**config.mk**
```make
export PLATFORM = sky130hd
export DESIGN_NAME = mc_ctrl_seq
export DESIGN_NICKNAME = d
export VERILOG_FILES = /design/src/rtl/mc_ctrl_pkg.sv /design/src/rtl/mc_next_step.sv /design/src/rtl/mc_ctl_decode.sv /design/src/rtl/mc_ctrl_seq.sv
export SDC_FILE = /design/constraint.sdc
export NUM_CORES = 1
export LEC_CHECK = 0
export BUFFER_PORTS_ARGS = -buffer_cell sky130_fd_sc_hd__buf_2
export CAP_MARGIN = 5
export CORE_AREA = 5 5 42 44
export CTS_BUF_LIST = sky130_fd_sc_hd__clkbuf_16
export DETAILED_ROUTE_END_ITERATION = 8
export DIE_AREA = 0 0 47 49
export GPL_ROUTABILITY_DRIVEN = 0
export PLACE_DENSITY = 0.7
export SYNTH_ARGS = -nofsm -noshare
export SYNTH_HDL_FRONTEND = slang
export SYNTH_SLANG_ARGS = --single-unit
```
**constraint.sdc**
```tcl
create_clock -name clk -period 1.05 [get_ports clk]
set_input_delay 0.0525 -clock clk [delete_from_list [all_inputs] [get_ports clk]]
set_output_delay 0.0525 -clock clk [all_outputs]
set_load 0.03 [all_outputs]
```
**src/rtl/mc_ctrl_pkg.sv**
```systemverilog
package mc_ctrl_pkg;

  localparam int OPC_W  = 6;
  localparam int STEP_W = 4;

  typedef enum logic [STEP_W-1:0] {
    ST_FETCH  = 4'd0,
    ST_DECODE = 4'd1,
    ST_ADDR   = 4'd2,
    ST_MEMRD  = 4'd3,
    ST_LDWB   = 4'd4,
    ST_STORE  = 4'd5,
    ST_REXEC  = 4'd6,
    ST_RWB    = 4'd7,
    ST_BRANCH = 4'd8,
    ST_JUMP   = 4'd9
  } step_e;

  localparam logic [OPC_W-1:0] OPC_RTYPE = 6'b000000;
  localparam logic [OPC_W-1:0] OPC_JUMP  = 6'b000010;
  localparam logic [OPC_W-1:0] OPC_BEQ   = 6'b000100;
  localparam logic [OPC_W-1:0] OPC_LOAD  = 6'b100011;
  localparam logic [OPC_W-1:0] OPC_STORE = 6'b101011;

  typedef struct packed {
    logic       pc_wr_en;
    logic       pc_wr_cond;
    logic       mem_addr_sel;
    logic       mem_rd;
    logic       mem_wr;
    logic       ir_ld;
    logic       rf_data_sel;
    logic [1:0] pc_src;
    logic [1:0] alu_mode;
    logic [1:0] alu_b_sel;
    logic       alu_a_sel;
    logic       rf_wr;
    logic       rf_dst_sel;
  } ctl_t;

endpackage

```
**src/rtl/mc_next_step.sv**
```systemverilog
module mc_next_step
  import mc_ctrl_pkg::*;
(
  input  logic [STEP_W-1:0] cur,
  input  logic [OPC_W-1:0]  opcode,
  output logic [STEP_W-1:0] nxt,
  output logic              bad_dispatch
);

  function automatic logic known_op(input logic [OPC_W-1:0] op);
    return (op == OPC_LOAD) || (op == OPC_STORE) || (op == OPC_RTYPE) ||
           (op == OPC_BEQ)  || (op == OPC_JUMP);
  endfunction

  function automatic logic [STEP_W-1:0] dispatch(input logic [OPC_W-1:0] op);
    logic [STEP_W-1:0] t;
    unique case (op)
      OPC_LOAD, OPC_STORE: t = ST_ADDR;
      OPC_RTYPE:           t = ST_REXEC;
      OPC_BEQ:             t = ST_BRANCH;
      OPC_JUMP:            t = ST_JUMP;
      default:             t = ST_FETCH;
    endcase
    return t;
  endfunction

  function automatic logic [STEP_W-1:0] follow(input logic [STEP_W-1:0] s,
                                               input logic [OPC_W-1:0]  op);
    logic [STEP_W-1:0] t;
    case (s)
      ST_FETCH:  t = ST_DECODE;
      ST_DECODE: t = dispatch(op);
      ST_ADDR:   t = (op == OPC_LOAD)  ? ST_MEMRD :
                     (op == OPC_STORE) ? ST_STORE : ST_FETCH;
      ST_MEMRD:  t = ST_LDWB;
      ST_REXEC:  t = ST_RWB;
      default:   t = ST_FETCH;
    endcase
    return t;
  endfunction

  always_comb begin
    nxt          = follow(cur, opcode);
    bad_dispatch = (cur == ST_DECODE) && !known_op(opcode);
  end

endmodule

```
**src/rtl/mc_ctl_decode.sv**
```systemverilog
module mc_ctl_decode
  import mc_ctrl_pkg::*;
(
  input  logic [STEP_W-1:0] cur,
  output ctl_t              ctl
);

  function automatic ctl_t word_for(input logic [STEP_W-1:0] s);
    ctl_t c;
    c = '0;
    case (s)
      ST_FETCH: begin
        c.pc_wr_en  = 1'b1;
        c.mem_rd    = 1'b1;
        c.ir_ld     = 1'b1;
        c.alu_b_sel = 2'b01;
      end
      ST_DECODE: c.alu_b_sel = 2'b11;
      ST_ADDR: begin
        c.alu_a_sel = 1'b1;
        c.alu_b_sel = 2'b10;
      end
      ST_MEMRD: begin
        c.mem_rd       = 1'b1;
        c.mem_addr_sel = 1'b1;
      end
      ST_LDWB: begin
        c.rf_wr       = 1'b1;
        c.rf_data_sel = 1'b1;
      end
      ST_STORE: begin
        c.mem_wr       = 1'b1;
        c.mem_addr_sel = 1'b1;
      end
      ST_REXEC: begin
        c.alu_a_sel = 1'b1;
        c.alu_mode  = 2'b10;
      end
      ST_RWB: begin
        c.rf_wr      = 1'b1;
        c.rf_dst_sel = 1'b1;
      end
      ST_BRANCH: begin
        c.alu_a_sel  = 1'b1;
        c.alu_mode   = 2'b01;
        c.pc_wr_cond = 1'b1;
        c.pc_src     = 2'b01;
      end
      ST_JUMP: begin
        c.pc_wr_en = 1'b1;
        c.pc_src   = 2'b10;
      end
      default: c = '0;
    endcase
    return c;
  endfunction

  always_comb ctl = word_for(cur);

endmodule

```
**src/rtl/mc_ctrl_seq.sv**
```systemverilog
module mc_ctrl_seq
  import mc_ctrl_pkg::*;
(
  input  logic             clk,
  input  logic             rst,
  input  logic [5:0]       opcode,
  output logic             pc_wr_en,
  output logic             pc_wr_cond,
  output logic             mem_addr_sel,
  output logic             mem_rd,
  output logic             mem_wr,
  output logic             ir_ld,
  output logic             rf_data_sel,
  output logic [1:0]       pc_src,
  output logic [1:0]       alu_mode,
  output logic [1:0]       alu_b_sel,
  output logic             alu_a_sel,
  output logic             rf_wr,
  output logic             rf_dst_sel,
  output logic [3:0]       state
);

  logic [STEP_W-1:0] step_q;
  logic [STEP_W-1:0] step_d;
  logic              bad_dispatch;
  ctl_t              ctl;

  mc_next_step u_next (
    .cur          (step_q),
    .opcode       (opcode),
    .nxt          (step_d),
    .bad_dispatch (bad_dispatch)
  );

  mc_ctl_decode u_dec (
    .cur (step_q),
    .ctl (ctl)
  );

  always_ff @(posedge clk or posedge rst) begin
    if (rst) step_q <= ST_FETCH;
    else     step_q <= step_d;
  end

  assign state        = step_q;
  assign pc_wr_en     = ctl.pc_wr_en;
  assign pc_wr_cond   = ctl.pc_wr_cond;
  assign mem_addr_sel = ctl.mem_addr_sel;
  assign mem_rd       = ctl.mem_rd;
  assign mem_wr       = ctl.mem_wr;
  assign ir_ld        = ctl.ir_ld;
  assign rf_data_sel  = ctl.rf_data_sel;
  assign pc_src       = ctl.pc_src;
  assign alu_mode     = ctl.alu_mode;
  assign alu_b_sel    = ctl.alu_b_sel;
  assign alu_a_sel    = ctl.alu_a_sel;
  assign rf_wr        = ctl.rf_wr;
  assign rf_dst_sel   = ctl.rf_dst_sel;

  // Reset lands in fetch
  p_reset_fetch_r1: assert property (@(posedge clk) rst |=> step_q == ST_FETCH);

  p_fetch_decode_r2: assert property (@(posedge clk) disable iff (rst)
    step_q == ST_FETCH |=> step_q == ST_DECODE);

  p_irld_fetch_only_r2: assert property (@(posedge clk) disable iff (rst)
    ir_ld |-> step_q == ST_FETCH);

  p_load_dispatch_r3: assert property (@(posedge clk) disable iff (rst)
    (step_q == ST_DECODE && opcode == OPC_LOAD) |=> step_q == ST_ADDR);

  p_store_split_r4: assert property (@(posedge clk) disable iff (rst)
    (step_q == ST_ADDR && opcode == OPC_STORE) |=> step_q == ST_STORE);

  p_memrd_ldwb_r5: assert property (@(posedge clk) disable iff (rst)
    step_q == ST_MEMRD |=> step_q == ST_LDWB);

  p_tail_return_r6: assert property (@(posedge clk) disable iff (rst)
    (step_q == ST_LDWB || step_q == ST_STORE || step_q == ST_RWB ||
     step_q == ST_BRANCH || step_q == ST_JUMP) |=> step_q == ST_FETCH);

  p_mem_excl_r10: assert property (@(posedge clk) disable iff (rst)
    !(mem_rd && mem_wr));

  p_pc_excl_r10: assert property (@(posedge clk) disable iff (rst)
    !(pc_wr_en && pc_wr_cond));

  p_bad_op_fetch_r11: assert property (@(posedge clk) disable iff (rst)
    bad_dispatch |=> step_q == ST_FETCH);

  p_step_legal_r12: assert property (@(posedge clk) disable iff (rst)
    step_q <= ST_JUMP);

endmodule

```
Word-level counts from Yosys, hierarchy flattened
Cells that the tools add are included.

Eq/ne operators: 13. Reduce and logical (&&, ||, !) cells: 8. Mux-type cells: 17.

Operators by type and width (number): $pmux W4 S5 (1); $eq A4 B3 Y1 const B (4); $pmux W4 S4 (1); $eq A6 B6 Y1 const B (2); $mux W1 (10); $reduce_or A2 Y1 (5); $eq A4 B2 Y1 const B (2); $eq A4 B4 Y1 const B (2); $pmux W2 S2 (2); $eq A6 B2 Y1 const B (1); $eq A6 B3 Y1 const B (1); $logic_not A6 Y1 (1); $pmux W2 S3 (1); $eq A4 B1 Y1 const B (1); $logic_not A4 Y1 (1); $mux W4 (1); $mux W3 (1); $reduce_or A3 Y1 (1).

Word-level logic and storage cells: 39. Output and inout port bits: 20. Register bits: 4. Input bits: 8.

Logic depth before layout (Yosys ltp)
Gate-level depths: netlist (run 1).

Word-level depth: 4. Depth in mapped cells: 4. Mapped depth without buffers: 3.

Modules after synthesis
From an unflattened synthesis (run 1), not the netlist that was laid out.

Cell total of the unflattened synthesis: 58. Area total of the unflattened synthesis: 462.9 um^2.

Modules (own cells, without submodules): mc_ctl_decode (instances 1, cells each 27, seq. area each 0.0 um^2, area each 180.2 um^2); mc_next_step (instances 1, cells each 26, seq. area each 0.0 um^2, area each 178.9 um^2); mc_ctrl_seq (instances 1, cells each 5, seq. area each 100.1 um^2, area each 103.8 um^2).

Worst setup path after synthesis (run 1)
Ideal clock, no wire load.

Path kind: reg-to-output. Start point: reg step_q[2] (netlist: state[2]). End point: out rf_wr. Required time: 0.998 ns. Path buffers: 1. Path slack: -0.847 ns. Cell stages (with the launch flop): 5. Arrival: 1.844 ns. Path through: dfrtp_1 buf_4 nand2b_1 nor3_1 or2_1.

Longest elaborated chain between the ends: 3. Elaborated cells between the ends (all ways): 4. Classes of those cells: eq/ne: 2; mux: 1; reduce/logical: 1.

Ends and longest elaborated chain: from (decl) (RTL line mc_ctrl_seq.sv:23) `logic [STEP_W-1:0] step_q;`; from (signal assigned) (RTL line mc_ctrl_seq.sv:42) `else step_q <= step_d;`; $eq A4 B3 Y1 (RTL line mc_ctl_decode.sv:11) `case (s)`; $reduce_or A2 Y1 (no line) *; $mux W1 * (RTL line mc_ctl_decode.sv:11); to (decl) (RTL line mc_ctrl_seq.sv:18) `output logic rf_wr,`.

Every way passes the cells marked *; elsewhere a longest branch is shown, timed or not.

Final worst setup path (run 1)
Start point: reg step_q[2] (netlist: state[2]). End point: out alu_a_sel.

Longest elaborated chain between the ends: 3. Elaborated cells between the ends (all ways): 5. Classes of those cells: eq/ne: 3; mux: 1; reduce/logical: 1.

Ends and longest elaborated chain: $eq A4 B3 Y1, or another cell as far along (RTL line mc_ctl_decode.sv:11); $reduce_or A3 Y1 (no line) *; $mux W1 * (RTL line mc_ctl_decode.sv:11); to (decl) (RTL line mc_ctrl_seq.sv:17) `output logic alu_a_sel,`.

Marked as above.

==> summary.md, run 1 <==
| Metric | Value |
|---|---|
| Status | complete, but fails checks |
| Failing checks | negative setup slack |
| CP max stage cell | dfrtp_2 |
| P_int | around 1.4 mW |
| Final Cycle Share | 138% |
| Multi-input gate area | a little under 500 sq um |
| Max Fanout on Critical Path | 6 |
| Power, Total | 2.19 mW |
| Synth area leaders | dfrtp_1 21%, o41ai_2 6.9%, nor4_2 5.3% |
| Req. time, crit path | 1.00 ns |
| Most common cell after layout, fill and taps aside | buf_6 |
| Initial Util | 33.7% |
| IO buf count | 27 |
| Via/cell ratio | 5.32 |
| Largest register FFs | 4 |
| Hold slack | 0.113 ns |
| Sw frac | 38.1% |
| Yosys synthesis warning count | 0 |
| M1 WL | roughly 650 um |
| Placed Cells | 107 |
| Vias post-DR | 633 |
| Worst setup margin | -0.394 ns |
| Final setup fails | 22 |
| NetSw | 0.834 mW |
| Top delay family on crit path | flip-flops |
| Arrival time worst endpoint | 1.39 ns |
| Final TNS setup | -5.87 ns |
| CTS Buffer Depth | 2 |
| Largest area contributor in the synthesized netlist | dfrtp_1 |
| Share of cells above drive strength 1 | 84.5% |
| WS Path Type | reg2out |
| Die ar. | 2300 sq um |
| Root buffer cell | clkbuf_16 |
| Placed cell area | 815 sq um |
| Reg clk slew, reported paths | 0.03 ns |
| Commonest non-fill, non-tap cells in the layout | 27 x buf_6, 13 x buf_4, 9 x buf_2 |
| Layout Nets | 113 |
| Sink Count | 4 |
| Total area of sequential cells | 105 sq um |
| Hold/Removal Path Class | in2reg |
| Antenna-violating nets left | 0 |
| Flop pwr share | between 10% and 20% |
| Synth Area in Simple Gates | 46.4% |
| Initial DRC Count | 3 |
| Unrepaired setup endpoints after global routing | true |
| Post-synth EDFFs | 0 |
| Hold Fails Final Rpt | 0 |
| Mux cell area share after synthesis | 2.39% |
| Leakage | approximately 0.53 nW |
| Syn Nets | 60 |
| Die X | 47 um |
| Seq/Total Area, Yosys | 21.2% |
| CP Cell Sequence | nand2b_4, mux2_4, nor2_4, buf_6 |
| Final wirelength | around 1.9 mm |
| Fill count | 79 |
| DR DRC count | 0 |
| Largest family of logic cells by synthesized area | simple AND/OR/NAND/NOR gates |
| I/O pin cnt | 28 |
| Peak supply drop | 1.93 mV |
| Combinational Power Share | 62.3% |
| CP max stage delay | 0.44 ns |
| Num rows | 14 |
| Met3 WL | 118 um |
| Core area | 1400 sq um |
| Synth top area share | around a fifth |
| Post-Synth XOR/XNOR Area | about 1.9% |
| Antenna Cells | 0 |
| Pwr per Cell Area | 1820 nW/um^2 |
| Slew HR | 72.3% |
| CTS Buf Count | 3 |
| Synth Area per Inst | slightly above 9 sq um |
| Cells after Synth | 52 |
| Post-route insts no fill | 119 |
| Setup crit start kind | flop |
| Final Skew | 0.00397 ns |
| Post-place setup slack | -0.226 ns |
| Compound-gate portion of the synthesized area | 17.8% |
| TritonCTS clock tree | built |
| Final design utilization | 85.6% |
| Global-route wire length before repair | 2.88 mm |
| Slew @ Worst Pin | 0.411 ns |
| Max-cap violations | 0 |
| Adder-Cell Fraction of Synth Area | 0% |
| Peak Freq | 0.693 GHz |
| Largest net degree at the start of global routing | 7 |
| Die Y | 49 um |
| Met2 wire len | 1.10 mm |
| Area grow syn2layout | 154% |
| Vias in the first global route | approximately 620 |
| Tot GR Track Use | 17.4% |
| Clock share of power | between 20% and 30% |
| Design Area, Final | 1200 sq um |
| DRT Pass-1 Iters | 4 |
| Register bit total from synthesis | 4 |
| Grt ovf | 0 |
| Avg WL per Cell | 16.0 um |
| Placed wire-length estimate | 1.11 mm |
| Predominant post-synthesis flop cell | dfrtp_1 |
| Synth cell types | 31 |
| Async S/R FF share, synth | 100% |
| Max layer used | met4 |
| Minimum clock period | 1.44 ns |
| H-tree Lvls | 1 |
| Synthesized area | 472 sq um |
| Initial antenna violation count | 0 |
| Setup crit end kind | output port |
| Buf/Inv on CP | 1 |
| Max Slew Vio Count | 0 |
| Insertion delay to the later sink of the worst-skew pair | approximately 0.23 ns |
==> tightest hold or removal path, delay by kind of cell <==
family	cells	cell delay [ns]
simple gates	3	0.16
buf+inv	1	0.09
==> cell type report <==
class                   instances  share of cell area (%)
clock buffers                   3                    6.26
inverters                       1                   0.313
multi-input cells              42                    40.4
flip-flops and latches          4                    8.76
well taps                      16                    1.67
repair buffers                 53                    42.6
==> path summary, 6_finish.rpt <==
check | start | end | slack, ns | cells after the start
hold reg to reg | state[0]$_DFF_PP0_ | state[0]$_DFF_PP0_ | 0.70 | 2
min in group asynchronous | rst | state[2]$_DFF_PP0_ | 0.26 | 3
max in group asynchronous | rst | state[3]$_DFF_PP0_ | 0.62 | 3
setup reg to reg | state[3]$_DFF_PP0_ | state[0]$_DFF_PP0_ | -0.20 | 6
setup / recovery | state[2]$_DFF_PP0_ | alu_a_sel | -0.39 | 4
hold / removal | opcode[5] | state[3]$_DFF_PP0_ | 0.11 | 4
==> power groups by stage <==
stage	logic, mW	clock network, mW	registers (mW)
global placement	1.04	0	0.225
global route	1.43	0.620	0.230
CTS	1.26	0.608	0.221
floorplan	0.703	0	0.259
finish	1.37	0.601	0.223
detailed placement	1.06	0	0.227
==> cell usage after synthesis, types with 2 or more instances <==
cell type	number
buf_6	2
and2b_1	2
nor4_2	2
nor3_1	4
or2_1	2
nand2b_1	3
nand3_1	2
nor2_1	5
nor2b_1	2
o41ai_2	2
dfrtp_1	4
buf_4	3
==> per-layer routing <==
metal	vias to the layer above	track usage (%)
met1	307	20.0
met2	30	30.8
met5	-	0
li1	292	-
met3	4	2.21
met4	0	6.91
==> kinds of logic after synthesis <==
logic type             count (synthesis)
multiplexers                           1
AND/OR/NAND/NOR                       32
AO/OA/AOI/OAI                          8
buffers and inverters                  6
XOR/XNOR                               1
flip-flops                             4
==> timing repair <==
| action | CTS | global route |
|---|---|---|
| hold buffers | 1 | 0 |
| resized for setup | 48 | 19 |
| endpoints found under the setup margin | 22 | 23 |
| pin swaps | 4 | 2 |
| setup buffers | 7 | 5 |
| endpoints found under the hold margin | 4 | 0 |
(Power assumes the default switching activity.)
==> inputs of run 2 (changes only) <==
--- a/config.mk
+++ b/config.mk
@@ -7,10 +7,12 @@
 export LEC_CHECK = 0
 export BUFFER_PORTS_ARGS = -buffer_cell sky130_fd_sc_hd__buf_2
 export CAP_MARGIN = 5
-export CORE_AREA = 5 5 42 44
+export CELL_PAD_IN_SITES_DETAIL_PLACEMENT = 0
+export CELL_PAD_IN_SITES_GLOBAL_PLACEMENT = 1
+export CORE_AREA = 5 5 49 51
 export CTS_BUF_LIST = sky130_fd_sc_hd__clkbuf_16
 export DETAILED_ROUTE_END_ITERATION = 8
-export DIE_AREA = 0 0 47 49
+export DIE_AREA = 0 0 54 56
 export GPL_ROUTABILITY_DRIVEN = 0
 export PLACE_DENSITY = 0.7
 export SYNTH_ARGS = -nofsm -noshare
==> run 2 against run 1 <==
The flow still finishes with violations (negative setup slack); first-iteration DRC count down 33%; worst setup slack improved by 0.042 ns; register-to-register slack got worse by 0.04 ns; non-clock buffer count is the same; flip-flop and latch count unchanged; sequential power shrank 6%; combinational power decreased by 6%; critical endpoint is now rf_wr; highest routed layer unchanged.
==> summary.md, run 2 (synthesis gave the netlist of run 1 again) <==
| Metric | Value |
|---|---|
| Status | complete, but fails checks |
| Failing checks | negative setup slack |
| Slew HR | 75.3% (+2.9 points) |
| Fill count | 163 (+110%) |
| Sink Count | 4 (unchanged) |
| Post-place setup slack | -0.193 ns (+0.0331 ns) |
| H-tree Lvls | 1 (unchanged) |
| Final Cycle Share | 134% (-4.0 points) |
| Most common cell after layout, fill and taps aside | buf_4 |
| Largest net degree at the start of global routing | 8 (+1) |
| Vias post-DR | 564 (-11%) |
| CP max stage delay | 0.41 ns (-0.03 ns) |
| Placed cell area | 848 sq um (+4.1%) |
| TritonCTS clock tree | built |
| Setup crit end kind | output port |
| Leakage | 0.507 nW (-4.7%) |
| Final Skew | 0.000197 ns (-0.00377 ns) |
| Global-route wire length before repair | 2.59 mm (-10%) |
| Largest register FFs | 4 (unchanged) |
| Num rows | 16 (+2) |
| Tot GR Track Use | 11.6% (-5.9 points) |
| Via/cell ratio | 4.34 (-18%) |
| Crit path top cell by count | buf_6 |
| Die X | 54 um (+15%) |
| Max Slew Vio Count | 0 (unchanged) |
| Share of cells above drive strength 1 | 82.5% (-1.9 points) |
| Avg WL per Cell | 12.7 um (-21%) |
| Placed Cells | 119 (+11%) |
| Worst setup margin | -0.352 ns (+0.0416 ns) |
| Vias in the first global route | 606 (-2.7%) |
| Area grow syn2layout | 137% |
| Hold/Removal Path Class | in2reg |
| Insertion delay to the later sink of the worst-skew pair | 0.22 ns (about the same) |
| DR DRC count | 0 (unchanged) |
| Minimum clock period | 1.40 ns (-0.0416 ns) |
| Max Fanout on Critical Path | 6 (unchanged) |
| Antenna Cells | 0 (unchanged) |
| Final setup fails | 21 (-4.5%) |
| CTS Buf Count | 3 (unchanged) |
| Final wirelength | 1.65 mm (-14%) |
| Antenna-violating nets left | 0 (unchanged) |
| DRT Pass-1 Iters | 2 (-2) |
| Core area | 1900 sq um (+36%) |
| Post-route insts no fill | 130 (+9.2%) |
| Layout Nets | 113 (unchanged) |
| Pwr per Cell Area | 1870 nW/um^2 (+2.6%) |
| Initial antenna violation count | 0 (unchanged) |
| Req. time, crit path | 1.00 ns (about the same) |
| IO buf count | 27 (unchanged) |
| WS Path Type | reg2out |
| Commonest non-fill, non-tap cells in the layout | 23 x buf_4, 19 x buf_6, 9 x buf_2 |
| Die ar. | 3020 sq um (+31%) |
| Die Y | 56 um (+14%) |
| Initial Util | 24.8% (-8.9 points) |
| Max-cap violations | 0 (unchanged) |
| Slew @ Worst Pin | 0.368 ns (-0.0432 ns) |
| Initial DRC Count | 2 (-1) |
| Grt ovf | 0 (unchanged) |
| Placed wire-length estimate | 1.18 mm (+6.4%) |
| Peak Freq | 0.713 GHz (+3.0%) |
| Design Area, Final | 1120 sq um (-7.0%) |
| I/O pin cnt | 28 (unchanged) |
| CP Cell Sequence | buf_6, and4b_1, or2_4, buf_6 |
| Power, Total | 2.09 mW (-4.6%) |
| Reg clk slew, reported paths | 0.03 ns (about the same) |
| Hold Fails Final Rpt | 0 (unchanged) |
| Root buffer cell | clkbuf_16 |
| Setup crit start kind | flop |
| Unrepaired setup endpoints after global routing | true |
| Arrival time worst endpoint | 1.35 ns (-0.04 ns) |
| Peak supply drop | 1.27 mV (-34%) |
| CP max stage cell | dfrtp_2 |
| CTS Buffer Depth | 2 (unchanged) |
-- run 2: cell counts in the layout (fill, tap and decap cells not counted) --
No cell type changed its count.
-- run 2: final timing paths --
path                                    start            endpoint  slack (ns)  depth (start not counted)
hold / removal                      opcode[4]  state[3]$_DFF_PP0_        0.14                          4
max in group asynchronous                 rst  state[3]$_DFF_PP0_        0.64                          3
setup reg to reg           state[0]$_DFF_PP0_  state[0]$_DFF_PP0_       -0.24                          4
setup / recovery           state[1]$_DFF_PP0_               rf_wr       -0.35                          4
min in group asynchronous                 rst  state[2]$_DFF_PP0_        0.25                          3
hold reg to reg            state[1]$_DFF_PP0_  state[2]$_DFF_PP0_        0.74                          3
-- run 2: cell type report --
cell class	count	area (sq um)	share of cell area (%)
Sequential cell	4	105	9.42
Clock buffer	3	75.1	6.73
Timing Repair Buffer	53	462	41.4
Multi-Input combinational cell	42	437	39.1
Inverter	1	3.75	0.336
Tap cell	27	33.8	3.03
-- run 2: critical path: cells and delay by family (launching register included) --
kind	cells	cell delay, ns
and+or+nand+nor	2	0.43
DFF	1	0.41
buffers and inverters	2	0.28
-- run 2: routing by layer --
layer	vias to the layer above	wire length, um	share of wire (%)	GRT usage [%]
met4	0	19	1.2	7.47
li1	292	-	-	-
met3	2	99	6.0	0.804
met1	247	644	39	13.9
met2	23	881	54	19.0
met5	-	0	0	0
-- run 2: where the power goes --
| part | switching [mW] | internal, mW | leakage (nW) |
|---|---|---|---|
| Sequential | 0.0264 | 0.184 | 0.0475 |
| Combinational | 0.644 | 0.646 | 0.422 |
| Clock | 0.102 | 0.486 | 0.0370 |
| Total | 0.773 | 1.32 | 0.507 |
-- run 2: stage by stage --
step | hold WS (ns) | utilization, % | setup TNS, ns
after floorplan | -0.181 | - | -3.62
after global placement | -0.0675 | 44.6 | -2.24
after detailed placement | -0.0604 | 44.6 | -2.25
after CTS | 0.129 | 56.6 | -5.37
after global routing | 0.157 | 58.7 | -6.44
final | 0.141 | 58.7 | -5.29
-- run 2: repair_timing --
item                                   CTS  global route
buffers inserted                         6             1
hold buffers                             1             0
setup endpoints to repair               22            23
pin swaps                                4             1
gates resized for setup                 35            11
endpoints found under the hold margin    4             0
